===== config.mk =====
export PLATFORM = sky130hd
export DESIGN_NAME = beam_steer_ctrl
export DESIGN_NICKNAME = d
export VERILOG_FILES = /design/src/rtl/beam_steer_pkg.sv /design/src/rtl/beam_scan_raster.sv /design/src/rtl/beam_peak_pick.sv /design/src/rtl/beam_steer_ctrl.sv
export SDC_FILE = /design/constraint.sdc
export NUM_CORES = 1
export LEC_CHECK = 0
export BUFFER_PORTS_ARGS = -buffer_cell sky130_fd_sc_hd__clkbuf_2
export CAP_MARGIN = 25
export CORE_ASPECT_RATIO = 0.75
export CORE_MARGIN = 5
export CORE_UTILIZATION = 53
export DETAILED_ROUTE_END_ITERATION = 7
export PLACE_DENSITY = 0.84
export SETUP_SLACK_MARGIN = 0.5
export SYNTH_ARGS = -nofsm -noshare
export SYNTH_HDL_FRONTEND = slang
export SYNTH_SLANG_ARGS = --single-unit
export TNS_END_PERCENT = 10

===== constraint.sdc =====
create_clock -name clk -period 5.2 [get_ports clk]
set_input_delay 0.26 -clock clk [delete_from_list [all_inputs] [get_ports clk]]
set_output_delay 0.26 -clock clk [all_outputs]
set_load 0.01 [all_outputs]

===== src/rtl/beam_steer_pkg.sv =====
// Shared types for the beam pointing selector.
// Assumes: single request in flight; one-hot decoding not required.
package beam_steer_pkg;

    typedef enum logic [1:0] {
        ST_IDLE    = 2'd0,
        ST_PRIOR   = 2'd1,
        ST_TRANSIT = 2'd2,
        ST_SEARCH  = 2'd3
    } steer_state_e;

endpackage


===== src/rtl/beam_scan_raster.sv =====
// Raster offset generator for the neighbourhood sweep.
// Produces signed offsets (a outer, b inner) running -span..+span.
// Assumes: span never changes between load and the last step.
module beam_scan_raster #(
    parameter int SPAN_W = 3
) (
    input  logic                clk,
    input  logic                rst_n,
    input  logic                load_i,
    input  logic                step_i,
    input  logic [SPAN_W-1:0]   span_i,
    output logic signed [SPAN_W:0] off_a_o,
    output logic signed [SPAN_W:0] off_b_o,
    output logic                last_o
);
    localparam int OFF_W = SPAN_W + 1;

    logic signed [OFF_W-1:0] a_q, b_q, span_s, nspan_s;

    // signed bounds of the sweep
    always_comb begin
        span_s  = $signed({1'b0, span_i});
        nspan_s = -span_s;
    end

    // offset pair: inner axis wraps to -span and carries into the outer axis
    always_ff @(posedge clk) begin
        if (!rst_n) begin
            a_q <= '0;
            b_q <= '0;
        end else if (load_i) begin
            a_q <= nspan_s;
            b_q <= nspan_s;
        end else if (step_i) begin
            if (b_q == span_s) begin
                b_q <= nspan_s;
                a_q <= a_q + OFF_W'(1);
            end else begin
                b_q <= b_q + OFF_W'(1);
            end
        end
    end

    assign off_a_o = a_q;
    assign off_b_o = b_q;
    assign last_o  = (a_q == span_s) && (b_q == span_s);
endmodule


===== src/rtl/beam_peak_pick.sv =====
// Running maximum over verified candidates, keeping the first of equals.
// Exposes next-state values so the caller can decide on the final sample.
// Assumes: clear_i precedes the first take_i of each sweep.
module beam_peak_pick #(
    parameter int PWR_W = 16,
    parameter int TAG_W = 12
) (
    input  logic             clk,
    input  logic             rst_n,
    input  logic             clear_i,
    input  logic             take_i,
    input  logic [PWR_W-1:0] pwr_i,
    input  logic [TAG_W-1:0] tag_i,
    output logic             found_nx_o,
    output logic [TAG_W-1:0] tag_nx_o
);
    logic             found_q;
    logic [PWR_W-1:0] pwr_q;
    logic [TAG_W-1:0] tag_q;
    logic             wins;

    // strict comparison keeps the earlier candidate on a tie
    always_comb begin
        wins       = take_i && (!found_q || (pwr_i > pwr_q));
        found_nx_o = found_q || take_i;
        tag_nx_o   = wins ? tag_i : tag_q;
    end

    // best-so-far registers
    always_ff @(posedge clk) begin
        if (!rst_n || clear_i) begin
            found_q <= 1'b0;
            pwr_q   <= '0;
            tag_q   <= '0;
        end else begin
            found_q <= found_nx_o;
            if (wins) begin
                pwr_q <= pwr_i;
                tag_q <= tag_i;
            end
        end
    end
endmodule


===== src/rtl/beam_steer_ctrl.sv =====
// Two-phase beam pointing selector: prior table pointing, then a
// max-power neighbourhood sweep, abandoned when the satellite has set.
// Assumes: SPAN_W < IDX_W; strobes are single-cycle and arrive only in
// the phase that expects them.
module beam_steer_ctrl
    import beam_steer_pkg::*;
#(
    parameter int IDX_W  = 6,
    parameter int SPAN_W = 3,
    parameter int PWR_W  = 16
) (
    input  logic               clk,
    input  logic               rst_n,
    input  logic               abort_i,
    input  logic               start_i,
    input  logic [IDX_W-1:0]   prior_az_i,
    input  logic [IDX_W-1:0]   prior_el_i,
    input  logic [SPAN_W-1:0]  span_i,
    input  logic               verify_valid_i,
    input  logic               verify_ok_i,
    input  logic               transit_i,
    input  logic               pwr_valid_i,
    input  logic               pwr_ok_i,
    input  logic [PWR_W-1:0]   pwr_i,
    output logic [2*IDX_W-1:0] wt_addr_o,
    output logic               busy_o,
    output logic               done_o,
    output logic               stop_o
);
    localparam int ADDR_W = 2 * IDX_W;
    localparam int OFF_W  = SPAN_W + 1;
    localparam int N_AX   = 2;

    steer_state_e            state_q;
    logic [IDX_W-1:0]        ctr_q  [N_AX];
    logic signed [OFF_W-1:0] off_w  [N_AX];
    logic [IDX_W-1:0]        cand_w [N_AX];
    logic [SPAN_W-1:0]       span_q;
    logic [ADDR_W-1:0]       addr_q, cand_addr, best_nx;
    logic                    done_q, stop_q;
    logic                    scan_load, scan_step, scan_last, take, found_nx;

    // per-axis candidate index, wrapping modulo the table size
    for (genvar g = 0; g < N_AX; g++) begin : g_axis
        assign cand_w[g] = ctr_q[g] + IDX_W'(off_w[g]);
    end

    // sweep control strobes
    always_comb begin
        cand_addr = {cand_w[0], cand_w[1]};
        scan_load = (state_q == ST_TRANSIT) && !transit_i && !abort_i;
        scan_step = (state_q == ST_SEARCH) && pwr_valid_i && !scan_last;
        take      = (state_q == ST_SEARCH) && pwr_valid_i && pwr_ok_i;
    end

    beam_scan_raster #(.SPAN_W(SPAN_W)) u_scan (
        .clk     (clk),
        .rst_n   (rst_n),
        .load_i  (scan_load),
        .step_i  (scan_step),
        .span_i  (span_q),
        .off_a_o (off_w[0]),
        .off_b_o (off_w[1]),
        .last_o  (scan_last)
    );

    beam_peak_pick #(.PWR_W(PWR_W), .TAG_W(ADDR_W)) u_peak (
        .clk        (clk),
        .rst_n      (rst_n),
        .clear_i    (scan_load),
        .take_i     (take),
        .pwr_i      (pwr_i),
        .tag_i      (cand_addr),
        .found_nx_o (found_nx),
        .tag_nx_o   (best_nx)
    );

    // phase sequencing, held pointing and outcome pulses
    always_ff @(posedge clk) begin
        if (!rst_n) begin
            state_q  <= ST_IDLE;
            ctr_q[0] <= '0;
            ctr_q[1] <= '0;
            span_q   <= '0;
            addr_q   <= '0;
            done_q   <= 1'b0;
            stop_q   <= 1'b0;
        end else begin
            done_q <= 1'b0;
            stop_q <= 1'b0;
            if (abort_i) begin
                state_q <= ST_IDLE;
                if (state_q == ST_SEARCH) addr_q <= cand_addr;
            end else begin
                unique case (state_q)
                    ST_IDLE: if (start_i) begin
                        ctr_q[0] <= prior_az_i;
                        ctr_q[1] <= prior_el_i;
                        span_q   <= span_i;
                        addr_q   <= {prior_az_i, prior_el_i};
                        state_q  <= ST_PRIOR;
                    end
                    ST_PRIOR: if (verify_valid_i) begin
                        if (verify_ok_i) begin
                            done_q  <= 1'b1;
                            state_q <= ST_IDLE;
                        end else begin
                            state_q <= ST_TRANSIT;
                        end
                    end
                    ST_TRANSIT: begin
                        if (transit_i) begin
                            stop_q  <= 1'b1;
                            state_q <= ST_IDLE;
                        end else begin
                            state_q <= ST_SEARCH;
                        end
                    end
                    ST_SEARCH: if (pwr_valid_i && scan_last) begin
                        if (found_nx) begin
                            addr_q  <= best_nx;
                            done_q  <= 1'b1;
                            state_q <= ST_IDLE;
                        end else begin
                            addr_q  <= {ctr_q[0], ctr_q[1]};
                            state_q <= ST_TRANSIT;
                        end
                    end
                    default: state_q <= ST_IDLE;
                endcase
            end
        end
    end

    assign wt_addr_o = (state_q == ST_SEARCH) ? cand_addr : addr_q;
    assign busy_o    = (state_q != ST_IDLE);
    assign done_o    = done_q;
    assign stop_o    = stop_q;
endmodule


==> metrics.md, run 1 <==
| Metric | Value |
|---|---|
| Status | complete, no violations |
| Hold crit path type | primary input to register |
| Share of cells above drive strength 1 | approximately 15% |
| Peak supply drop | approximately 0.11 mV |
| First-pass GRT wire length | ~18000 um |
| Nets | about 600 |
| Worst slew pin tran | about 0.99 ns |
| Clock Tree Buf Depth | 2 |
| Slew margin rel. | between 30% and 40% |
| Vias | 3788 |
| CTS Hold Buffers Added | 0 |
| Syn-to-layout area delta | 11.1% |
| Drt via density | 6.00 |
| Top cells by area, synth | dfxtp_1, ha_1, edfxtp_1 |
| FFs w/ async S/R, synth | 0% |
| Minimum clock period | slightly above 3 ns |
| Routed WL per cell | ~17 um |
| Worst-path clk slew | around 0.070 ns |
| DRT antenna net count | 0 |
| Maximum clock rate | 326 MHz |
| Antenna Cells | 0 |
| Mapped cell area | a little over 4000 um2 |
| CTS Root Cell | clkbuf_8 |
| Clock Latency Late Sink | 0.35 ns |
| Initial Utilization | approximately 53% |
| IO buf count | 54 |
| Gpl congestion | around 0.91 |
| Static leakage | about 1.8 nW |
| Mean Syn Cell Area | 8.68 um2 |
| Largest area contributor in the netlist | dfxtp_1 |
| Synthesis warning total | 0 |
| CP Max Fanout | 32 |
| WHS | 0.0991 ns |
| Number of max-cap violations | 0 |
| Setup bufs post-CTS | 0 |
| DRC | 0 |
| # setup viols final | 0 |
| # H-tree levels | 3 |
| Die X-Extent | 112 um |
| Critical path, cell by cell | and2_1, nand3_1, a31oi_1, o31a_2, mux2_2, a211oi_1 |
| Synthesized flop and latch total | 68 |
| Synthesized Nets | 550 |
| Most instantiated library cell after synthesis | dfxtp_1 |
| Element type at the critical path end | register |
| Critical path required time | approximately 5.5 ns |
| CP peak stage delay | between 0.7 and 0.8 ns |
| Largest net degree at the start of global routing | 33 |
| Synth top area share | between 20% and 30% |
| Core Box Area | between 7000 and 8000 um2 |
| Post-CTS sizing | 0 |
| Fin Setup TNS | 0 ns |
| EDFF count, synth | 12 |
| Post-synthesis cell type count | slightly below 60 |
| Critical Path AT | around 3.3 ns |
| Post-synth top cells | dfxtp_1, nor2_1, nand2_1 |
| Worst path slowest cell | o31a_2 |
| Final hold viol count | 0 |
| CTS Buf Count | 9 |
| Hpwl dp | approximately 8000 um |
| Die footprint | around 10000 um2 |
| Antenna violations before repair | 0 |
| Critical path class | register to register |
| Gr usage total | between 20 and 25% |
| Num ports | 55 |
| RSZ-0062 raised after global routing | no |
| Vias in the first global route | 3637 |
| FP Rows | 28 |
| CTS tree | built |
| Detailed Route WL | approximately 11000 um |
| Drt first pass iters | 5 |
| Register Area | approximately 1500 um2 |
| Crit start category | register |
| Starting DRC count in detailed routing | approximately 350 |
| Register area share after synthesis | 35.6% |
| Final max-slew violation count | 0 |
| Synthesized netlist cell count | between 400 and 500 |
| Top FF cell, synth | dfxtp_1 |
| Final worst path period share | approximately three fifths |
| Multi-input gate area | around 2400 um2 |
| Clock sinks | 68 |
| FILL cells | a little under 700 |
| Die H | around 87 um |
| GR Overflow Total | 0 |
| Cell area power density | roughly 240 nW/um2 |
| Clock skew | roughly 0.0071 ns |
[state kept, by name, indices dropped and copies added, names as in the netlist]
name / count
done_o: 1
u_peak.tag_q: 12
state_q: 2
u_peak.pwr_q: 16
u_scan.off_a_o: 4
u_peak.found_q: 1
ctr_q: 12
u_scan.off_b_o: 4
addr_q: 12
stop_o: 1
span_q: 3
[layer usage]
layer,global-route usage [%],up-vias,wire [um]
met3,5.23,30,911
met2,36.7,160,4940
met1,29.8,1785,4750
li1,-,1813,-
met5,0,-,0
met4,8.84,0,298
[critical path, delay by kind of cell, from the launching register on]
kind               cells  cell delay (ns)
DFF                    1             0.54
muxes                  1             0.43
and+or+nand+nor        2             0.85
AOI/OAI and AO/OA      3             1.15
[kinds of logic after synthesis]
logic type / after synthesis / share of synthesized area (%)
AO/OA/AOI/OAI: 118 / 20.2
XOR/XNOR: 11 / 2.32
adder cells (fa/ha/maj): 31 / 9.69
buffers and inverters: 61 / 6.47
flip-flops: 68 / 35.6
multiplexers: 27 / 6.53
AND/OR/NAND/NOR: 163 / 19.2
[power by group]
group          internal (mW)  total [mW]  switching, mW
registers              0.552       0.565         0.0134
clock network          0.211       0.408          0.197
logic                 0.0573       0.145         0.0879
total                  0.820        1.12          0.298
[layout make-up]
type,count,area share (%)
Timing Repair Buffer,54,5.85
Clock buffer,13,3.68
Tap cell,105,2.84
Sequential cell,68,32.1
Inverter,39,3.17
Clock inverter,2,0.217
Multi-Input combinational cell,350,52.2
[path summary, 6_finish.rpt]
check                                      from               to  slack (ns)  depth (start not counted)
worst max-delay path                 state_q[0]        addr_q[4]        2.13                          6
worst min-delay path                  span_i[1]        span_q[1]         0.1                          3
worst max register to register       state_q[0]        addr_q[4]        2.13                          6
worst min register to register  u_peak.tag_q[2]  u_peak.tag_q[2]        0.50                          2
[stage by stage]
step	instance area (um2)	setup slack [ns]	util [%]	total power [mW]	std cells
floorplan	4160	3.03	-	0.664	479
global placement	4440	2.24	57.1	0.712	616
detailed placement	4440	2.17	57.1	0.718	616
CTS	4620	2.14	59.4	1.12	631
global route	4620	1.87	59.4	1.16	631
finish	4620	2.13	59.4	1.12	631
[placed cells by master, fill, tap and decap left out, types with 11 or more instances in the layout]
cell and n:
clkbuf_2 54, nand2_1 43, mux2i_1 26, nor2_1 44, ha_1 29, dfxtp_1 56
inv_1 38, o21ai_0 18, and2_1 18, a21oi_1 22, edfxtp_1 12, nor3_1 11
nand3_1 12
(Power assumes the default switching activity.)
==> inputs of run 2 (changes only) <==
PLACE_DENSITY = 0.87   (was 0.84)
clock period = 2.6 ns   (was 5.2 ns; I/O delays follow)
==> metrics.md, run 2 (synthesis gave the netlist of run 1 again) <==
| Metric | Value |
|---|---|
| Die H | slightly below 90 um |
| Status | complete, no violations |
| R2R setup slack | 0.15 ns |
| Routed WL per cell | roughly 20 um |
| IO buf count | 54 |
| Fin Setup TNS | 0 ns |
| CTS Root Cell | clkbuf_8 |
| Share of cells above drive strength 1 | 30.5% |
| Clock skew | between 0.01 and 0.015 ns |
| DRT antenna net count | 0 |
| Met2 Usage GRT | 45.4% |
| Syn-to-layout area delta | 27.3% |
| Hold crit path type | primary input to register |
| First-pass GRT wire length | around 21000 um |
| Register Area | roughly 1500 um2 |
| Gr busiest metal | met2 |
| Initial Utilization | about 53% |
| Crit start category | register |
| RSZ-0062 raised after global routing | yes |
| Critical path required time | around 2.9 ns |
| Multi-input gate area | between 2000 and 3000 um2 |
| Worst path slowest cell | o31a_4 |
| DRC | 0 |
| Gpl congestion | around 0.90 |
| Gr usage total | approximately 27% |
| Critical path class | register to register |
| CP Max Fanout | 6 |
| Tot Pwr | 2.34 mW |
| Core Box Area | between 7000 and 8000 um2 |
| Critical path, cell by cell | inv_1, ha_1, a21oi_2, o21ai_0, a211o_1, o31a_4, buf_4, mux2_2, a211oi_2 |
| Critical Path AT | between 2 and 3 ns |
| End of the worst hold path | stop_o |
| Cell area power density | 443 nW/um2 |
| # setup viols final | 0 |
| Slew margin rel. | 54.6% |
| Min-delay src | transit_i |
| Vias in the first global route | 4375 |
| Grt met1 use | between 30 and 40% |
| Worst slew pin tran | between 0.6 and 0.7 ns |
| Clock sinks | 68 |
| Number of max-cap violations | 0 |
| Largest net degree at the start of global routing | 30 |
| Antenna violations before repair | 0 |
| Vias | ~4300 |
| GR Overflow Total | 0 |
| Final max-slew violation count | 0 |
| Commonest non-fill, non-tap cell in the layout | clkbuf_2 |
| Final hold viol count | 0 |
| Die footprint | 9740 um2 |
| Reg2reg start | u_peak.pwr_q[5] |
| Most frequent cells in the layout | clkbuf_2, nor2_1, nand2_1 |
| FILL cells | a little under 600 |
| Nets | around 630 |
| Drt via density | between 6 and 7 |
| Final worst path period share | 94.3% |
| Antenna Cells | 0 |
| Worst R2R Path Depth | 9 |
| Met3 GRT Util | 7.05% |
| Static leakage | roughly 2.1 nW |
| Element type at the critical path end | register |
| WHS | between 0.03 and 0.04 ns |
| CP peak stage delay | around 0.44 ns |
| Hpwl dp | between 8000 and 9000 um |
| Starting DRC count in detailed routing | ~380 |
| # H-tree levels | 3 |
| Clock Tree Buf Depth | 2 |
| Detailed Route WL | approximately 13000 um |
| Most flops, register | u_peak.pwr_q |
| Die X-Extent | 112 um |
| FP Rows | 28 |
| CTS Buf Count | 9 |
| Worst Setup SP | u_peak.pwr_q[5] |
| Maximum clock rate | just over 400 MHz |
| Clock Latency Late Sink | between 0.3 and 0.4 ns |
| Max FFs per register | 16 |
| Worst-path clk slew | approximately 0.080 ns |
| R2r endpoint | addr_q[4] |
| Hold Path Stages | 3 |
| Minimum clock period | around 2.5 ns |
| Num ports | 55 |
| Drt first pass iters | 5 |
| Peak supply drop | about 0.39 mV |
| CTS tree | built |
==> run 2: changes by cell type in the layout (fill, tap and decap cells not counted), sizes merged <==
cell and change:
dlygate4sd3 +3, buf +36, bufinv +1, clkbuf -4, clkinvlp +2, o31a +1, clkinv +2
==> run 2: power breakdown <==
group	internal [mW]	total, mW	switching, mW	leakage (nW)
clock	0.437	0.870	0.433	0.0926
combinational	0.143	0.346	0.203	1.40
sequential	1.10	1.13	0.0263	0.590
==> run 2: final cells by class <==
cell class	instances	area share [%]
Tap cell	105	2.48
Multi-Input combinational cell	351	50.6
Sequential cell	68	28.5
Clock inverter	7	1.28
Timing Repair Buffer	93	12.0
Inverter	39	2.77
Clock buffer	9	2.34
==> run 2: layer usage <==
layer,wire length [um],up-vias
met4,560,0
li1,-,1900
met3,1340,75
met2,6170,287
met5,0,-
met1,5010,1989
==> run 2: worst max-delay path by stage <==
stage                             endpoint  slack [ns]  cells past startpoint
after CTS                     wt_addr_o[4]        0.25                      9
after global placement           addr_q[2]        0.35                      9
after global routing          wt_addr_o[5]        0.03                      8
final                            addr_q[4]        0.15                      9
after floorplan           u_peak.pwr_q[10]        0.50                     11
after detailed placement         addr_q[0]        0.16                      9
==> run 2: timing repair <==
item / CTS / global route
pin swaps: 22 / 7
endpoints found under the setup margin: 51 / 58
cloned: 2 / 0
hold buffers: 3 / 0
resized for setup: 56 / 12
hold endpoints to repair: 3 / 0
setup buffers: 24 / 2
==> run 2: stage by stage <==
stage / worst slack, ns / instance area, um2 / util [%] / std cells
global placement: 0.352 / 4530 / 58.2 / 625
finish: 0.148 / 5290 / 68.1 / 672
CTS: 0.250 / 5230 / 67.3 / 670
detailed placement: 0.162 / 4530 / 58.2 / 625
global route: 0.0277 / 5290 / 68.1 / 672
floorplan: 0.502 / 4170 / - / 479
==> run 2: worst max-delay path: cells and delay by family, from the launching register on <==
family          cells  cell delay [ns]
fa+ha+maj           1             0.31
mux                 1             0.29
buf+inv             2             0.22
flops               1             0.35
compound gates      5             1.20
==> inputs of run 3 (changes only) <==
CORE_ASPECT_RATIO = 1.5   (was 0.75)
==> metrics.md, run 3 (synthesis gave the netlist of run 1 again) <==
| Metric | Value |
|---|---|
| Dpl ws | 0.241 ns |
| Number of max-cap violations | 0 |
| Crit path buffers/inverters | 2 |
| Clock skew | 0.00723 ns |
| Final worst path period share | about 92% |
| Drt first pass iters | 5 |
| CP Max Fanout | 2 |
| Element type at the critical path end | output pin |
| Final max-slew violation count | 0 |
| Status | complete, no violations |
| DRT antenna net count | 0 |
| Cell area power density | roughly 490 nW/um2 |
| First-pass GRT wire length | 20100 um |
| CTS tree | built |
| Vias | 4186 |
| Kind of cell adding the most delay to the critical path | adder cells |
| Share of cells above drive strength 1 | approximately 31% |
| Starting DRC count in detailed routing | approximately 350 |
| Routed WL per cell | ~20 um |
| Hold crit path type | primary input to register |
| Worst-path clk slew | approximately 0.06 ns |
| Critical path, cell by cell | ha_4, inv_2, fa_2, nor2b_1, o21a_1, nor2_1, xor2_1, o21ai_1, buf_2 |
| Gpl congestion | 0.947 |
| DRC | 0 |
| Worst slew pin tran | between 0.6 and 0.7 ns |
| Drt via density | between 6 and 7 |
| Initial Utilization | 54.3% |
| Clock Latency Late Sink | 0.35 ns |
| Setup ws final | between 0.15 and 0.2 ns |
| Largest net degree at the start of global routing | 30 |
| Max FFs per register | 16 |
| Most flops, register | u_peak.pwr_q |
| FP Rows | 39 |
| Gr usage total | ~27% |
| Commonest non-fill, non-tap cell in the layout | clkbuf_2 |
| Die H | between 100 and 150 um |
| Num ports | 55 |
| # H-tree levels | 3 |
| Core Util, Final | a little over two thirds |
| Minimum clock period | around 2.4 ns |
| # setup viols final | 0 |
| WHS | 0.00574 ns |
| Nets | ~630 |
| Vias in the first global route | 4245 |
| Clock sinks | 68 |
| Clock Tree Buf Depth | 2 |
| Antenna violations before repair | 0 |
| Tot Pwr | 2.64 mW |
| Critical path required time | approximately 2.5 ns |
| CTS Root Cell | clkbuf_16 |
| Critical Path AT | between 2 and 2.5 ns |
| Most frequent cells in the layout | clkbuf_2, nand2_1, nor2_1, dfxtp_1, inv_1 |
| CP peak stage delay | 0.41 ns |
| GR Overflow Total | 0 |
| Peak supply drop | 0.449 mV |
| CTS Buf Count | 9 |
| Critical path class | register to output pin |
| Static leakage | ~2.1 nW |
| Final hold viol count | 0 |
| Hpwl dp | about 8300 um |
| Die X-Extent | ~82 um |
| Slew margin rel. | 59.9% |
| IO buf count | 54 |
| Worst path slowest cell | edfxtp_1 |
| Fin Setup TNS | 0 ns |
| Detailed Route WL | 13100 um |
| Maximum clock rate | around 420 MHz |
| Core Box Area | between 7000 and 8000 um2 |
| Syn-to-layout area delta | 29.0% |
| Crit start category | register |
| Antenna Cells | 0 |
| RSZ-0062 raised after global routing | yes |
| Die footprint | about 9800 um2 |
run 3: worst reg2reg max path: stages, from the launching register on:
cell and delay (ns):
dfxtp_2 0.34, inv_1 0.07, ha_4 0.21, nand4_1 0.10
buf_4 0.15, nor3_1 0.06, a211o_1 0.31, o31a_4 0.41
buf_12 0.17, nor2b_2 0.17, o32ai_2 0.24
run 3: final timing paths:
path	from	end	slack, ns	depth (start not counted)
max reg2reg	u_peak.pwr_q[15]	addr_q[5]	0.29	10
min reg2reg	u_peak.pwr_q[6]	u_peak.pwr_q[6]	0.50	2
min	span_i[0]	span_q[0]	0.006	3
max	ctr_q[0][6]	wt_addr_o[4]	0.20	9
run 3: per-layer routing:
metal,GRT usage [%],vias up,wire (um)
li1,-,1885,-
met3,5.94,85,879
met4,20.0,0,923
met5,0,-,0
met1,27.0,1967,4350
met2,47.0,249,6950
run 3: cell type report:
type / instances / area (um2)
sequential: 68 / 1500
inverter: 39 / 146
tap: 102 / 128
fill: 536 / 2290
timing repair buffer: 87 / 569
clock buffer: 12 / 246
multi-input combinational: 350 / 2750
clock inverter: 4 / 25.0
run 3: per-stage QoR:
stage,std cells,cell area [um2]
6_report,662,5370
5_1_grt,662,5370
3_5_place_dp,623,4520
4_1_cts,655,5240
2_1_floorplan,479,4170
3_3_place_gp,623,4520
run 3: what timing repair did:
action                                  CTS  global route
cloned                                    1             0
endpoints found under the hold margin     1             0
endpoints found under the setup margin   50            56
hold buffers                              1             0
buffers inserted                         14             7
gates resized for setup                  66            20
pin swaps                                22            11
run 3: report_power, final:
group          switching [mW]  total [mW]  leakage (nW)  internal [mW]
clock network           0.473        1.14         0.137          0.671
registers              0.0282        1.13         0.589           1.10
logic                   0.209       0.361          1.38          0.152
